===== config.mk =====
export PLATFORM = sky130hd
export DESIGN_NAME = pit_timer
export DESIGN_NICKNAME = d
export VERILOG_FILES = /design/src/rtl/pit_pkg.sv /design/src/rtl/pit_track.sv /design/src/rtl/pit_evt.sv /design/src/rtl/pit_timer.sv
export SDC_FILE = /design/constraint.sdc
export NUM_CORES = 1
export LEC_CHECK = 0
export ABC_AREA = 1
export BUFFER_PORTS_ARGS = -buffer_cell sky130_fd_sc_hd__buf_2
export CORE_MARGIN = 3
export CORE_UTILIZATION = 61
export CTS_BUF_LIST = sky130_fd_sc_hd__clkbuf_2
export CTS_CLUSTER_SIZE = 24
export DETAILED_ROUTE_END_ITERATION = 7
export GPL_ROUTABILITY_DRIVEN = 0
export PLACE_DENSITY = 0.84
export SYNTH_ARGS = -nofsm -noshare
export SYNTH_HDL_FRONTEND = slang
export SYNTH_HIERARCHICAL = 1
export SYNTH_SLANG_ARGS = --single-unit

===== constraint.sdc =====
create_clock -name clk_i -period 3.5 [get_ports clk_i]
set_input_delay 0.7 -clock clk_i [delete_from_list [all_inputs] [get_ports clk_i]]
set_output_delay 0.7 -clock clk_i [all_outputs]
set_load 0.1 [all_outputs]

===== src/rtl/pit_pkg.sv =====
package pit_pkg;
  typedef enum logic [1:0] {
    TRK_IDLE = 2'd0,
    TRK_RUN  = 2'd1,
    TRK_PARK = 2'd2
  } trk_state_e;
endpackage


===== src/rtl/pit_track.sv =====
module pit_track
  import pit_pkg::*;
#(
  parameter int CNT_W = 12
) (
  input  logic             clk_i,
  input  logic             rst_ni,
  input  logic             en_i,
  input  logic             sample_i,
  input  logic             peak_i,
  input  logic             xing_i,
  input  logic [CNT_W-1:0] max_cnt_i,
  output logic             we_o,
  output logic [CNT_W-1:0] data_o,
  output logic             to_now_o,
  output logic             busy_nxt_o
);
  localparam int EXT_W = CNT_W + 1;

  trk_state_e       state_q, state_n;
  logic [CNT_W-1:0] cnt_q, cnt_n;
  logic [CNT_W-1:0] data_n;
  logic             we_n;
  logic [EXT_W-1:0] cnt_inc;

  assign cnt_inc = {1'b0, cnt_q} + EXT_W'(1);

  always_comb begin
    state_n  = state_q;
    cnt_n    = cnt_q;
    we_n     = 1'b0;
    data_n   = data_o;
    to_now_o = 1'b0;
    if (!en_i) begin
      state_n = TRK_IDLE;
      cnt_n   = '0;
    end else if (sample_i) begin
      unique case (state_q)
        TRK_IDLE: if (peak_i) begin
          state_n = TRK_RUN;
          cnt_n   = '0;
        end
        TRK_RUN: begin
          if (peak_i) begin
            we_n   = 1'b1;
            data_n = cnt_inc[CNT_W-1:0];
            cnt_n  = '0;
          end else if (cnt_inc >= {1'b0, max_cnt_i}) begin
            // end of swipe: flush last interval, park
            we_n     = 1'b1;
            data_n   = cnt_inc[CNT_W-1:0];
            to_now_o = 1'b1;
            state_n  = TRK_PARK;
            cnt_n    = '0;
          end else begin
            cnt_n = cnt_inc[CNT_W-1:0];
          end
        end
        TRK_PARK: if (xing_i) begin
          state_n = TRK_RUN;
          cnt_n   = '0;
        end
        default: state_n = TRK_IDLE;
      endcase
    end
  end

  assign busy_nxt_o = (state_n == TRK_RUN);

  always_ff @(posedge clk_i or negedge rst_ni) begin
    if (!rst_ni) begin
      state_q <= TRK_IDLE;
      cnt_q   <= '0;
      we_o    <= 1'b0;
      data_o  <= '0;
    end else begin
      state_q <= state_n;
      cnt_q   <= cnt_n;
      we_o    <= we_n;
      data_o  <= data_n;
    end
  end
endmodule


===== src/rtl/pit_evt.sv =====
module pit_evt #(
  parameter int NUM_TRK = 3
) (
  input  logic               clk_i,
  input  logic               rst_ni,
  input  logic [NUM_TRK-1:0] to_now_i,
  input  logic [NUM_TRK-1:0] busy_nxt_i,
  input  logic [NUM_TRK-1:0] to_ien_i,
  input  logic               card_ien_i,
  output logic [NUM_TRK-1:0] to_o,
  output logic               card_to_o
);
  logic card_evt;

  // last track: someone timed out and nobody remains timing
  assign card_evt = (|to_now_i) && !(|busy_nxt_i);

  always_ff @(posedge clk_i or negedge rst_ni) begin
    if (!rst_ni) begin
      to_o      <= '0;
      card_to_o <= 1'b0;
    end else begin
      to_o      <= to_now_i & to_ien_i;
      card_to_o <= card_evt & card_ien_i;
    end
  end
endmodule


===== src/rtl/pit_timer.sv =====
module pit_timer #(
  parameter int NUM_TRK = 3,
  parameter int CNT_W   = 12
) (
  input  logic                     clk_i,
  input  logic                     rst_ni,
  input  logic                     sample_i,
  input  logic [NUM_TRK-1:0]       peak_i,
  input  logic [NUM_TRK-1:0]       xing_i,
  input  logic [NUM_TRK-1:0]       trk_en_i,
  input  logic [CNT_W-1:0]         max_cnt_i,
  input  logic [NUM_TRK-1:0]       to_ien_i,
  input  logic                     card_ien_i,
  output logic [NUM_TRK-1:0]       dt_we_o,
  output logic [NUM_TRK*CNT_W-1:0] dt_data_o,
  output logic [NUM_TRK-1:0]       to_o,
  output logic                     card_to_o
);
  logic [NUM_TRK-1:0] to_now;
  logic [NUM_TRK-1:0] busy_nxt;

  for (genvar g = 0; g < NUM_TRK; g++) begin : g_trk
    pit_track #(.CNT_W(CNT_W)) u_trk (
      .clk_i      (clk_i),
      .rst_ni     (rst_ni),
      .en_i       (trk_en_i[g]),
      .sample_i   (sample_i),
      .peak_i     (peak_i[g]),
      .xing_i     (xing_i[g]),
      .max_cnt_i  (max_cnt_i),
      .we_o       (dt_we_o[g]),
      .data_o     (dt_data_o[g*CNT_W +: CNT_W]),
      .to_now_o   (to_now[g]),
      .busy_nxt_o (busy_nxt[g])
    );
  end

  pit_evt #(.NUM_TRK(NUM_TRK)) u_evt (
    .clk_i      (clk_i),
    .rst_ni     (rst_ni),
    .to_now_i   (to_now),
    .busy_nxt_i (busy_nxt),
    .to_ien_i   (to_ien_i),
    .card_ien_i (card_ien_i),
    .to_o       (to_o),
    .card_to_o  (card_to_o)
  );
endmodule


==> results of run 1 <==
## sequential cells by signal, indices dropped and copies added (netlist names)
name	cells
g_trk.u_trk/we_o	3
g_trk.u_trk/cnt_q	36
u_evt/card_to_o	1
g_trk.u_trk/data_o	36
g_trk.u_trk/state_q	6
u_evt/to_o	3
## per-layer routing
metal,vias up,wire [um],GRT usage
met5,-,0,0
met4,0,291,0.0940
met3,26,633,0.0441
met2,138,6000,0.387
met1,2233,5380,0.300
li1,2369,-,-
## what timing repair did
item                       4_1_cts  5_1_grt
setup endpoints to repair        0        3
resized for setup                0        6
buffers inserted                 0        8
## cells in the mapped netlist, types with 3 or more instances
library cell	n	share of area
a21oi_2	3	0.0045
nor3_1	5	0.0043
nand2_4	14	0.027
nor2_4	10	0.019
inv_2	9	0.0058
nand2_2	20	0.021
nand2_1	143	0.091
or2_2	3	0.0032
nor2_1	31	0.020
nor2_2	16	0.017
buf_6	5	0.0096
nand3_1	15	0.013
and3_1	4	0.0043
nand4_2	3	0.0064
dfrtp_1	85	0.36
inv_1	124	0.079
nand3_2	5	0.0085
ha_1	51	0.11
nand4_1	4	0.0043
xor2_1	18	0.027
o22ai_1	18	0.019
o21ai_0	12	0.010
mux2i_1	3	0.0051
o21ai_2	28	0.042
nor3_2	3	0.0051
a21oi_1	21	0.018
o21ai_1	23	0.020
## per-stage QoR
step            util  instance area (sq um)
2_1_floorplan      -                   5870
3_3_place_gp   0.676                   6280
3_5_place_dp   0.676                   6280
4_1_cts        0.691                   6410
5_1_grt        0.700                   6500
6_report       0.700                   6500
## path summary, 6_finish.rpt
| kind | cells after the start | to |
|---|---|---|
| max | 18 | g_trk[2].u_trk/data_o[5] |
| min | 1 | g_trk[0].u_trk/data_o[1] |
| max reg2reg | 18 | g_trk[2].u_trk/data_o[5] |
| min reg2reg | 2 | g_trk[0].u_trk/data_o[5] |
| max in group asynchronous | 1 | g_trk[2].u_trk/cnt_q[0] |
| min in group clk_i | 3 | u_evt/to_o[2] |
## where the power goes
group,switching (uW),internal (uW)
Combinational,315,96.9
Sequential,20.8,1010
Clock,332,244
## worst max-delay path, cell delays in order, from the launching register on
cell and delay [ns]:
dfrtp_2 0.46, ha_2 0.20, nand2_2 0.07, nor2_4 0.15
nand3_2 0.10, nand3b_1 0.25, nor2_2 0.15, xor2_1 0.23
inv_1 0.11, ha_4 0.23, a21oi_2 0.12, nor2_1 0.08
nor3b_4 0.26, buf_4 0.16, nand3_2 0.10, nand2_4 0.25
inv_1 0.09, nand2_1 0.06, nand2_1 0.06
## layout make-up
cell class	instances	area share
clock inverters	4	0.0112
flip-flops and latches	85	0.327
multi-input cells	468	0.487
repair buffers	78	0.0635
well taps	129	0.0248
clock buffers	12	0.00924
inverters	133	0.0768
## cell families (layout without fill, tap and decap cells)
group | count (synthesis) | count (layout) | share of synthesized area
adder cells (fa/ha/maj) | 51 | 51 | 0.109
multiplexers | 3 | 3 | 0.00512
flip-flops | 85 | 85 | 0.362
AO/OA/AOI/OAI | 109 | 109 | 0.120
buffers and inverters | 141 | 227 | 0.103
XOR/XNOR | 21 | 21 | 0.0326
AND/OR/NAND/NOR | 284 | 284 | 0.269
==> summary.md, run 1 <==
| Metric | Value |
|---|---|
| Vias in the first global route | `4,760` |
| Area grow syn2layout | `10.7%` |
| Mapped Cells | `694` |
| Syn avg cell area | `8.46 sq um` |
| WS Path Type | `reg -> reg` |
| DPL Wire Length | `9410 um` |
| Final Skew | `0.0319 ns` |
| Total clock sinks | `85` |
| Count of antenna-violating nets left after detailed routing | `0` |
| Clock Latency Late Sink | `0.54 ns` |
| Place WS | `0.337 ns` |
| Worst VDD drop | `0.177 mV` |
| DR vias | `4,766` |
| Core ar. | `9280 sq um` |
| H-tree depth | `3` |
| CP required | `3.97 ns` |
| CTS Hold Buffers Added | `0` |
| Most frequent cells in the layout | `143 x nand2_1, 124 x inv_1, 84 x dfrtp_1` |
| DP Cell Count | `885` |
| Hold Fails Final Rpt | `0` |
| Synthesized area | `5870 sq um` |
| Placement Rows | `35` |
| Reg2reg setup slack | `0.28 ns` |
| WL final | `12,300 um` |
| MaxCap Viol Count | `0` |
| Global route overflow | `0` |
| Die H | `104 um` |
| Hold Crit Class | `in -> async` |
| Wire length per cell | `13.5 um` |
| Layout cells sized above 1 | `0.287` |
| Mapped Nets | `773` |
| Worst-Margin Slew | `1.06 ns` |
| Antenna diode count | `0` |
| Pwr/cell area | `310 nW/um^2` |
| CP Launch Point | `g_trk[2].u_trk/cnt_q[0]` |
| Die W | `104 um` |
| Initial detailed-routing violation count | `260` |
| CP arrival | `3.69 ns` |
| Drt pass-1 iters | `4` |
| CTS tree | `yes` |
| Fin crit period | `3.22 ns` |
| Reg2reg start | `g_trk[2].u_trk/cnt_q[0]` |
| Final nets | `854` |
| # IOs | `71` |
| Peak Freq | `0.310 GHz` |
| Fillers | `742` |
| Post-synth EDFFs | `0` |
| Pleak | `0.00362 uW` |
| Critical path peak fanout | `24` |
| Total GRT Usage | `0.233` |
| Residual DRC | `0` |
| Clk slew on worst S/H paths | `0.23 ns` |
| Most common cell after layout, fill and taps aside | `nand2_1` |
| Pin count of the biggest net entering global routing | `86` |
| #FFs+latches synth | `85` |
| Synth unique cells | `39` |
| Max Slew Vio Count | `0` |
| Worst Setup Start Kind | `register` |
| Multi-input logic area | `3170 sq um` |
| First-pass GRT wire length | `21,100 um` |
| Sequential fraction of the synthesis area | `0.362` |
| Final setup margin | `0.275 ns` |
| Initial antenna violation count | `0` |
| Main synth FF type | `dfrtp_1` |
| Clock tree buffer depth | `2` |
| Num CTS Buffers | `9` |
| Port bufs | `70` |
| Async SR Flop Fraction | `1.00` |
| Nature of the critical path endpoint | `register` |
| Sequential Area | `2130 sq um` |
| Clk root buf | `clkbuf_2` |
| Status | `complete, no violations` |
| Fin cells | `909` |
| Synth Warn # | `6` |
| DIE AREA | `10,800 sq um` |
| Final period utilization | `0.921` |
| Via density | `5.24` |
| Initial Utilization | `0.632` |
| Power Total | `2020 uW` |
| Final setup viols | `0` |
| Setup tns final | `0 ns` |
| WHS | `0.315 ns` |
| Slew headroom | `0.293` |
Power figures use the tool's default switching activity.
==> run 2: changes to the inputs <==
--- a/config.mk
+++ b/config.mk
@@ -8,12 +8,13 @@
 export ABC_AREA = 1
 export BUFFER_PORTS_ARGS = -buffer_cell sky130_fd_sc_hd__buf_2
 export CORE_MARGIN = 3
-export CORE_UTILIZATION = 61
+export CORE_UTILIZATION = 66
 export CTS_BUF_LIST = sky130_fd_sc_hd__clkbuf_2
 export CTS_CLUSTER_SIZE = 24
 export DETAILED_ROUTE_END_ITERATION = 7
 export GPL_ROUTABILITY_DRIVEN = 0
-export PLACE_DENSITY = 0.84
+export PLACE_DENSITY = 0.9
+export REMOVE_ABC_BUFFERS = 1
 export SYNTH_ARGS = -nofsm -noshare
 export SYNTH_HDL_FRONTEND = slang
 export SYNTH_HIERARCHICAL = 1
==> constraint.sdc (replaced) <==
create_clock -name clk_i -period 3.8 [get_ports clk_i]
set_input_delay 0.76 -clock clk_i [delete_from_list [all_inputs] [get_ports clk_i]]
set_output_delay 0.76 -clock clk_i [all_outputs]
set_load 0.01 [all_outputs]
==> run 2 against run 1 <==
Core utilization up 5.6 points. Clock power down 19%. Largest cell class unchanged. Clock-buffer cell count down 2.
==> summary.md, run 2 (synthesis results as in run 1) <==
| Metric | Value |
|---|---|
| CTS Hold Buffers Added | `0 (unchanged)` |
| Core ar. | `8420 sq um (-9.3%)` |
| Pwr/cell area | `263 nW/um^2 (-15%)` |
| Number of setup buffers added after CTS | `0 (unchanged)` |
| Global route overflow | `0 (unchanged)` |
| Reg2reg start | `g_trk[2].u_trk/cnt_q[0]` |
| DIE AREA | `10,100 sq um (-7.1%)` |
| Pleak | `0.00358 uW (-1.2%)` |
| DP Cell Count | `862 (-2.6%)` |
| Port bufs | `70 (unchanged)` |
| Clock Latency Late Sink | `0.54 ns (about the same)` |
| Num CTS Buffers | `9 (unchanged)` |
| Peak Freq | `0.301 GHz (-2.9%)` |
| DR vias | `4,802 (+0.76%)` |
| Placement Rows | `33 (-5.7%)` |
| Antenna diode count | `0 (unchanged)` |
| Fin crit period | `3.32 ns (+0.0947 ns)` |
| Total clock sinks | `85 (unchanged)` |
| Hold Crit Class | `in -> async` |
| Worst Setup Start Kind | `register` |
| Final period utilization | `0.874 (-0.0478)` |
| # IOs | `71 (unchanged)` |
| Residual DRC | `0 (unchanged)` |
| Worst-Margin Slew | `0.849 ns (-0.211 ns)` |
| Count of antenna-violating nets left after detailed routing | `0 (unchanged)` |
| Initial detailed-routing violation count | `226 (-13%)` |
| Hold Fails Final Rpt | `0 (unchanged)` |
| Most frequent cells in the layout | `143 x nand2_1, 124 x inv_1, 85 x dfrtp_1` |
| Reg2reg setup slack | `0.48 ns (+0.21 ns)` |
| H-tree depth | `3 (unchanged)` |
| Clk root buf | `clkbuf_2` |
| Final setup viols | `0 (unchanged)` |
| Area grow syn2layout | `8.50%` |
| Fillers | `612 (-18%)` |
| Final setup margin | `0.481 ns (+0.205 ns)` |
| WHS | `0.279 ns (-0.0358 ns)` |
| CTS tree | `yes` |
| Clk slew on worst S/H paths | `0.23 ns (about the same)` |
| First-pass GRT wire length | `21,800 um (+3.6%)` |
| Initial Utilization | `0.697 (+0.0646)` |
| Reg2reg end | `u_evt/card_to_o` |
| Post-CTS sizing | `0 (unchanged)` |
| Slew headroom | `0.434 (+0.141)` |
| Layout cells sized above 1 | `0.272 (-0.0155)` |
| Final nets | `847 (-0.82%)` |
| Pin count of the biggest net entering global routing | `68 (-21%)` |
| MaxCap Viol Count | `0 (unchanged)` |
| RSZ-0062 raised after global routing | `no` |
| Total GRT Usage | `0.270 (+0.0368)` |
| Biggest regs | `g_trk.u_trk/cnt_q: 36 flops, g_trk.u_trk/data_o: 36 flops, g_trk.u_trk/state_q: 6 flops` |
| Most common cell after layout, fill and taps aside | `nand2_1` |
| Initial antenna violation count | `0 (unchanged)` |
| Setup tns final | `0 ns (unchanged)` |
| CP arrival | `3.79 ns (+0.10 ns)` |
| DPL Wire Length | `9960 um (+5.8%)` |
| WS Path Type | `reg -> reg` |
| Place WS | `0.554 ns (+0.217 ns)` |
| WL final | `12,600 um (+2.8%)` |
| Drt pass-1 iters | `5 (+1)` |
| Vias in the first global route | `4,929 (+3.6%)` |
| Status | `complete, no violations` |
| Max Slew Vio Count | `0 (unchanged)` |
| CP required | `4.27 ns (+0.30 ns)` |
| Reg2Reg Depth | `22 (+4)` |
| Final Skew | `0.0293 ns (-0.00266 ns)` |
| Fin cells | `878 (-3.4%)` |
| Wire length per cell | `14.4 um (+6.4%)` |
| Via density | `5.47 (+4.3%)` |
| Die H | `100 um (-3.6%)` |
| Clock tree buffer depth | `2 (unchanged)` |
| Final core occ | `0.756 (+0.0560)` |
| Nature of the critical path endpoint | `register` |
| Worst VDD drop | `0.154 mV (-13%)` |
| Critical path peak fanout | `5 (-79%)` |
| Die W | `100 um (-3.6%)` |
[run 2: routing by layer]
layer  GRT usage  up-vias  wire length, um  part of all wire
li1            -     2348                -                 -
met1       0.328     2263             5200              0.41
met2       0.461      149             6290              0.50
met3      0.0438       42              697             0.055
met4       0.136        0              457             0.036
met5           0        -                0                 0
[run 2: metrics by stage]
| step | instance area [sq um] | total power (uW) |
|---|---|---|
| after floorplan | 5760 | 1120 |
| final | 6370 | 1680 |
| after detailed placement | 6260 | 1220 |
| after global routing | 6370 | 1750 |
| after global placement | 6260 | 1210 |
| after CTS | 6370 | 1690 |
[run 2: power breakdown]
group / switching (uW) / internal (uW)
sequential: 20.9 / 929
clock: 316 / 154
combinational: 170 / 88.4
total: 506 / 1170
[run 2: layout make-up]
class | instances | area, sq um | area share
clock buffers | 10 | 50.0 | 0.00786
inverters | 133 | 499 | 0.0784
multi-input cells | 468 | 3140 | 0.493
well taps | 105 | 131 | 0.0206
repair buffers | 71 | 360 | 0.0566
flip-flops and latches | 85 | 2130 | 0.334
clock inverters | 6 | 63.8 | 0.0100
[run 2: worst max path at each step]
stage | start | endpoint | slack, ns | cells after the start
after detailed placement | g_trk[2].u_trk/cnt_q[0] | u_evt/card_to_o | 0.55 | 22
after floorplan | g_trk[2].u_trk/cnt_q[0] | u_evt/card_to_o | 0.96 | 23
after global routing | g_trk[2].u_trk/cnt_q[0] | u_evt/card_to_o | 0.20 | 24
after CTS | g_trk[2].u_trk/cnt_q[0] | u_evt/card_to_o | 0.49 | 22
final | g_trk[2].u_trk/cnt_q[0] | u_evt/card_to_o | 0.48 | 22
after global placement | g_trk[1].u_trk/cnt_q[0] | u_evt/card_to_o | 0.73 | 21
[run 2: critical path, stage by stage, from the launching register on]
cell and delay, ns:
dfrtp_1 0.52, ha_1 0.23, nand2_2 0.08, nor2_4 0.14, nand3_2 0.10, nand3b_1 0.21
xor2_1 0.33, inv_1 0.08, ha_1 0.33, nand4_1 0.12, nor2_1 0.10, o21ai_0 0.10
nand2_1 0.13, nand2_4 0.08, nand2_2 0.06, nand2_2 0.06, nand2_1 0.07, nand2_1 0.06
a21oi_2 0.16, nor2_2 0.06, nor2_2 0.09, nand2_1 0.05, nor2_1 0.09
==> run 3: changes to the inputs <==
--- a/config.mk
+++ b/config.mk
@@ -8,12 +8,13 @@
 export ABC_AREA = 1
 export BUFFER_PORTS_ARGS = -buffer_cell sky130_fd_sc_hd__buf_2
 export CORE_MARGIN = 3
-export CORE_UTILIZATION = 66
+export CORE_UTILIZATION = 61
 export CTS_BUF_LIST = sky130_fd_sc_hd__clkbuf_2
 export CTS_CLUSTER_SIZE = 24
 export DETAILED_ROUTE_END_ITERATION = 7
 export GPL_ROUTABILITY_DRIVEN = 0
-export PLACE_DENSITY = 0.9
+export MAX_ROUTING_LAYER = met4
+export PLACE_DENSITY = 0.84
 export REMOVE_ABC_BUFFERS = 1
 export SYNTH_ARGS = -nofsm -noshare
 export SYNTH_HDL_FRONTEND = slang
==> constraint.sdc (replaced) <==
create_clock -name clk_i -period 3.1 [get_ports clk_i]
set_input_delay 0.62 -clock clk_i [delete_from_list [all_inputs] [get_ports clk_i]]
set_output_delay 0.62 -clock clk_i [all_outputs]
set_load 0.01 [all_outputs]
==> run 3 against run 2 <==
The run now ends with setup timing left. Non-clock buffer count up 23. Core utilization down 3.5 points. Clock power up 17%. Combinational power up 28%. Design area up 5.1%. Sequential share of layout area down 1.6 points. Register-to-register slack worse by 0.55 ns. Sequential power up 22%.
==> summary.md, run 3 (synthesis results as in run 1) <==
| Metric | Value |
|---|---|
| Layout cells sized above 1 | `0.310 (+0.0386)` |
| Reg2reg start | `g_trk[2].u_trk/cnt_q[1]` |
| Wire length per cell | `14.6 um (+1.7%)` |
| Clk slew on worst S/H paths | `0.22 ns (about the same)` |
| Worst Setup Start Kind | `register` |
| Drt pass-1 iters | `5 (unchanged)` |
| Hold Fails Final Rpt | `0 (unchanged)` |
| Hold Crit Class | `in -> async` |
| Failing checks | `setup timing` |
| Via density | `5.33 (-2.6%)` |
| Crit-path leading delay family | `simple AND/OR/NAND/NOR gates` |
| Total clock sinks | `85 (unchanged)` |
| Reg2reg setup slack | `-0.07 ns (-0.55 ns)` |
| CTS Hold Buffers Added | `0 (unchanged)` |
| Antenna diode count | `0 (unchanged)` |
| WL final | `13,500 um (+7.1%)` |
| Final setup viols | `21 (+21)` |
| CTS tree | `yes` |
| Vias in the first global route | `4,892 (-0.75%)` |
| Clock tree buffer depth | `2 (unchanged)` |
| Area grow syn2layout | `14.0%` |
| CP Buf/Inv Count | `3 (+2)` |
| DR vias | `4,926 (+2.6%)` |
| Initial detailed-routing violation count | `282 (+25%)` |
| Reg2reg end | `g_trk[2].u_trk/data_o[5]` |
| Count of antenna-violating nets left after detailed routing | `0 (unchanged)` |
| Global route overflow | `0 (unchanged)` |
| Pin count of the biggest net entering global routing | `86 (+26%)` |
| Most common cell after layout, fill and taps aside | `nand2_1` |
| CP required | `3.57 ns (-0.70 ns)` |
| CP peak stage delay | `0.43 ns (-0.09 ns)` |
| Final period utilization | `1.02 (+0.150)` |
| Initial antenna violation count | `0 (unchanged)` |
| Total GRT Usage | `0.252 (-0.0179)` |
| Die W | `104 um (+3.8%)` |
| WHS | `0.246 ns (-0.0327 ns)` |
| Final nets | `872 (+3.0%)` |
| CP max stage cell | `dfrtp_1` |
| CP arrival | `3.64 ns (-0.15 ns)` |
| First-pass GRT wire length | `21,900 um (+0.54%)` |
| Power Total | `2040 uW (+22%)` |
| WS Path Type | `reg -> reg` |
| Fin cells | `925 (+5.4%)` |
| Pwr/cell area | `305 nW/um^2 (+16%)` |
| Num CTS Buffers | `9 (unchanged)` |
| Slew headroom | `0.291 (-0.143)` |
| Initial Utilization | `0.632 (-0.0646)` |
| Die H | `104 um (+3.8%)` |
| Reg2Reg Depth | `18 (-18%)` |
| Most frequent cells in the layout | `142 x nand2_1, 124 x inv_1, 84 x dfrtp_1` |
| CP Cell Sequence | `ha_2 -> nand2_2 -> nor2_4 -> nand3_2 -> nand3b_1 -> nor2_1 -> xor2_1 -> inv_1 -> ha_4 -> a21oi_2 -> nor2_2 -> nor3b_4 -> buf_4 -> nand3_2 -> nand2_8 -> inv_1 -> nand2_1 -> nand2_1` |
| # IOs | `71 (unchanged)` |
| Final core occ | `0.721 (-0.0353)` |
| MaxCap Viol Count | `0 (unchanged)` |
| DPL Wire Length | `10,000 um (+0.46%)` |
| Residual DRC | `0 (unchanged)` |
| Placement Rows | `35 (+6.1%)` |
| Final Skew | `0.0187 ns (-0.0106 ns)` |
| Pleak | `0.00370 uW (+3.4%)` |
| Critical path peak fanout | `12 (+7)` |
| H-tree depth | `3 (unchanged)` |
| RSZ-0062 raised after global routing | `yes` |
| Core ar. | `9280 sq um (+10%)` |
| DIE AREA | `10,800 sq um (+7.7%)` |
| Max Slew Vio Count | `0 (unchanged)` |
| Peak Freq | `0.315 GHz (+4.7%)` |
| Worst VDD drop | `0.214 mV (+38%)` |
| Nature of the critical path endpoint | `register` |
| Biggest regs | `g_trk.u_trk/cnt_q: 36 flops, g_trk.u_trk/data_o: 36 flops, g_trk.u_trk/state_q: 6 flops` |
| Worst-Margin Slew | `1.06 ns (+0.214 ns)` |
| DP Cell Count | `896 (+3.9%)` |
| Clk root buf | `clkbuf_2` |
| Status | `finished, violations left` |
| Setup tns final | `-0.567 ns (-0.567 ns)` |
| Clock Latency Late Sink | `0.54 ns (about the same)` |
| Fin crit period | `3.17 ns (-0.148 ns)` |
| Final setup margin | `-0.0717 ns (-0.552 ns)` |
| Port bufs | `70 (unchanged)` |
## run 3: cell count changes in the layout (fill, tap and decap cells not counted), moves of 3 or more
| cell | before | now |
|---|---|---|
| buf_4 | 2 | 25 |
| ha_1 | 51 | 48 |
| xor2_1 | 18 | 14 |
| xor2_2 | 0 | 4 |
## run 3: worst reg2reg max path: stages, from the launching register on
cell	delay, ns
dfrtp_1	0.43
ha_2	0.21
nand2_2	0.07
nor2_4	0.14
nand3_2	0.09
nand3b_1	0.24
nor2_1	0.18
xor2_1	0.23
inv_1	0.11
ha_4	0.23
a21oi_2	0.13
nor2_2	0.06
nor3b_4	0.26
buf_4	0.16
nand3_2	0.23
nand2_8	0.19
inv_1	0.07
nand2_1	0.05
nand2_1	0.04
## run 3: how the worst max path moves through the flow
stage | from | to | slack [ns] | cells past startpoint
CTS | g_trk[2].u_trk/cnt_q[1] | g_trk[2].u_trk/cnt_q[7] | 0.005 | 14
detailed placement | g_trk[2].u_trk/cnt_q[1] | g_trk[2].u_trk/cnt_q[7] | 0.06 | 14
global route | g_trk[2].u_trk/cnt_q[1] | u_evt/card_to_o | -0.32 | 23
finish | g_trk[2].u_trk/cnt_q[1] | g_trk[2].u_trk/data_o[5] | -0.07 | 18
global placement | g_trk[2].u_trk/cnt_q[1] | u_evt/card_to_o | 0.20 | 23
floorplan | g_trk[2].u_trk/cnt_q[0] | u_evt/card_to_o | 0.26 | 23
## run 3: report_power, final
part | total [uW] | leakage (uW) | switching, uW | internal (uW)
clock | 551 | 0.0000573 | 378 | 173
combinational | 330 | 0.00247 | 219 | 111
sequential | 1160 | 0.00118 | 23.5 | 1140
total | 2040 | 0.00370 | 620 | 1420
## run 3: layout make-up
cell class / instances / area, sq um
multi-input combinational: 470 / 3270
fill: 726 / 2590
sequential: 85 / 2130
timing repair buffer: 94 / 533
inverter: 133 / 499
tap: 129 / 161
clock inverter: 5 / 53.8
clock buffer: 9 / 45.0
## run 3: repair_timing
| item | in CTS | in global routing |
|---|---|---|
| endpoints found under the setup margin | 0 | 66 |
| gates resized for setup | 0 | 20 |
| setup buffers | 0 | 13 |
## run 3: per-layer routing
layer	vias to the layer above	track usage	wire (um)
li1	2402	-	-
met1	2334	0.299	5560
met2	152	0.433	6930
met3	38	0.0385	635
met4	0	0.0950	416
met5	-	-	0
## run 3: through the flow
step           instance area, sq um  worst slack, ns
6_report                       6690          -0.0717
4_1_cts                        6460          0.00458
3_5_place_dp                   6360           0.0645
3_3_place_gp                   6360            0.204
5_1_grt                        6690           -0.322
2_1_floorplan                  5760            0.264
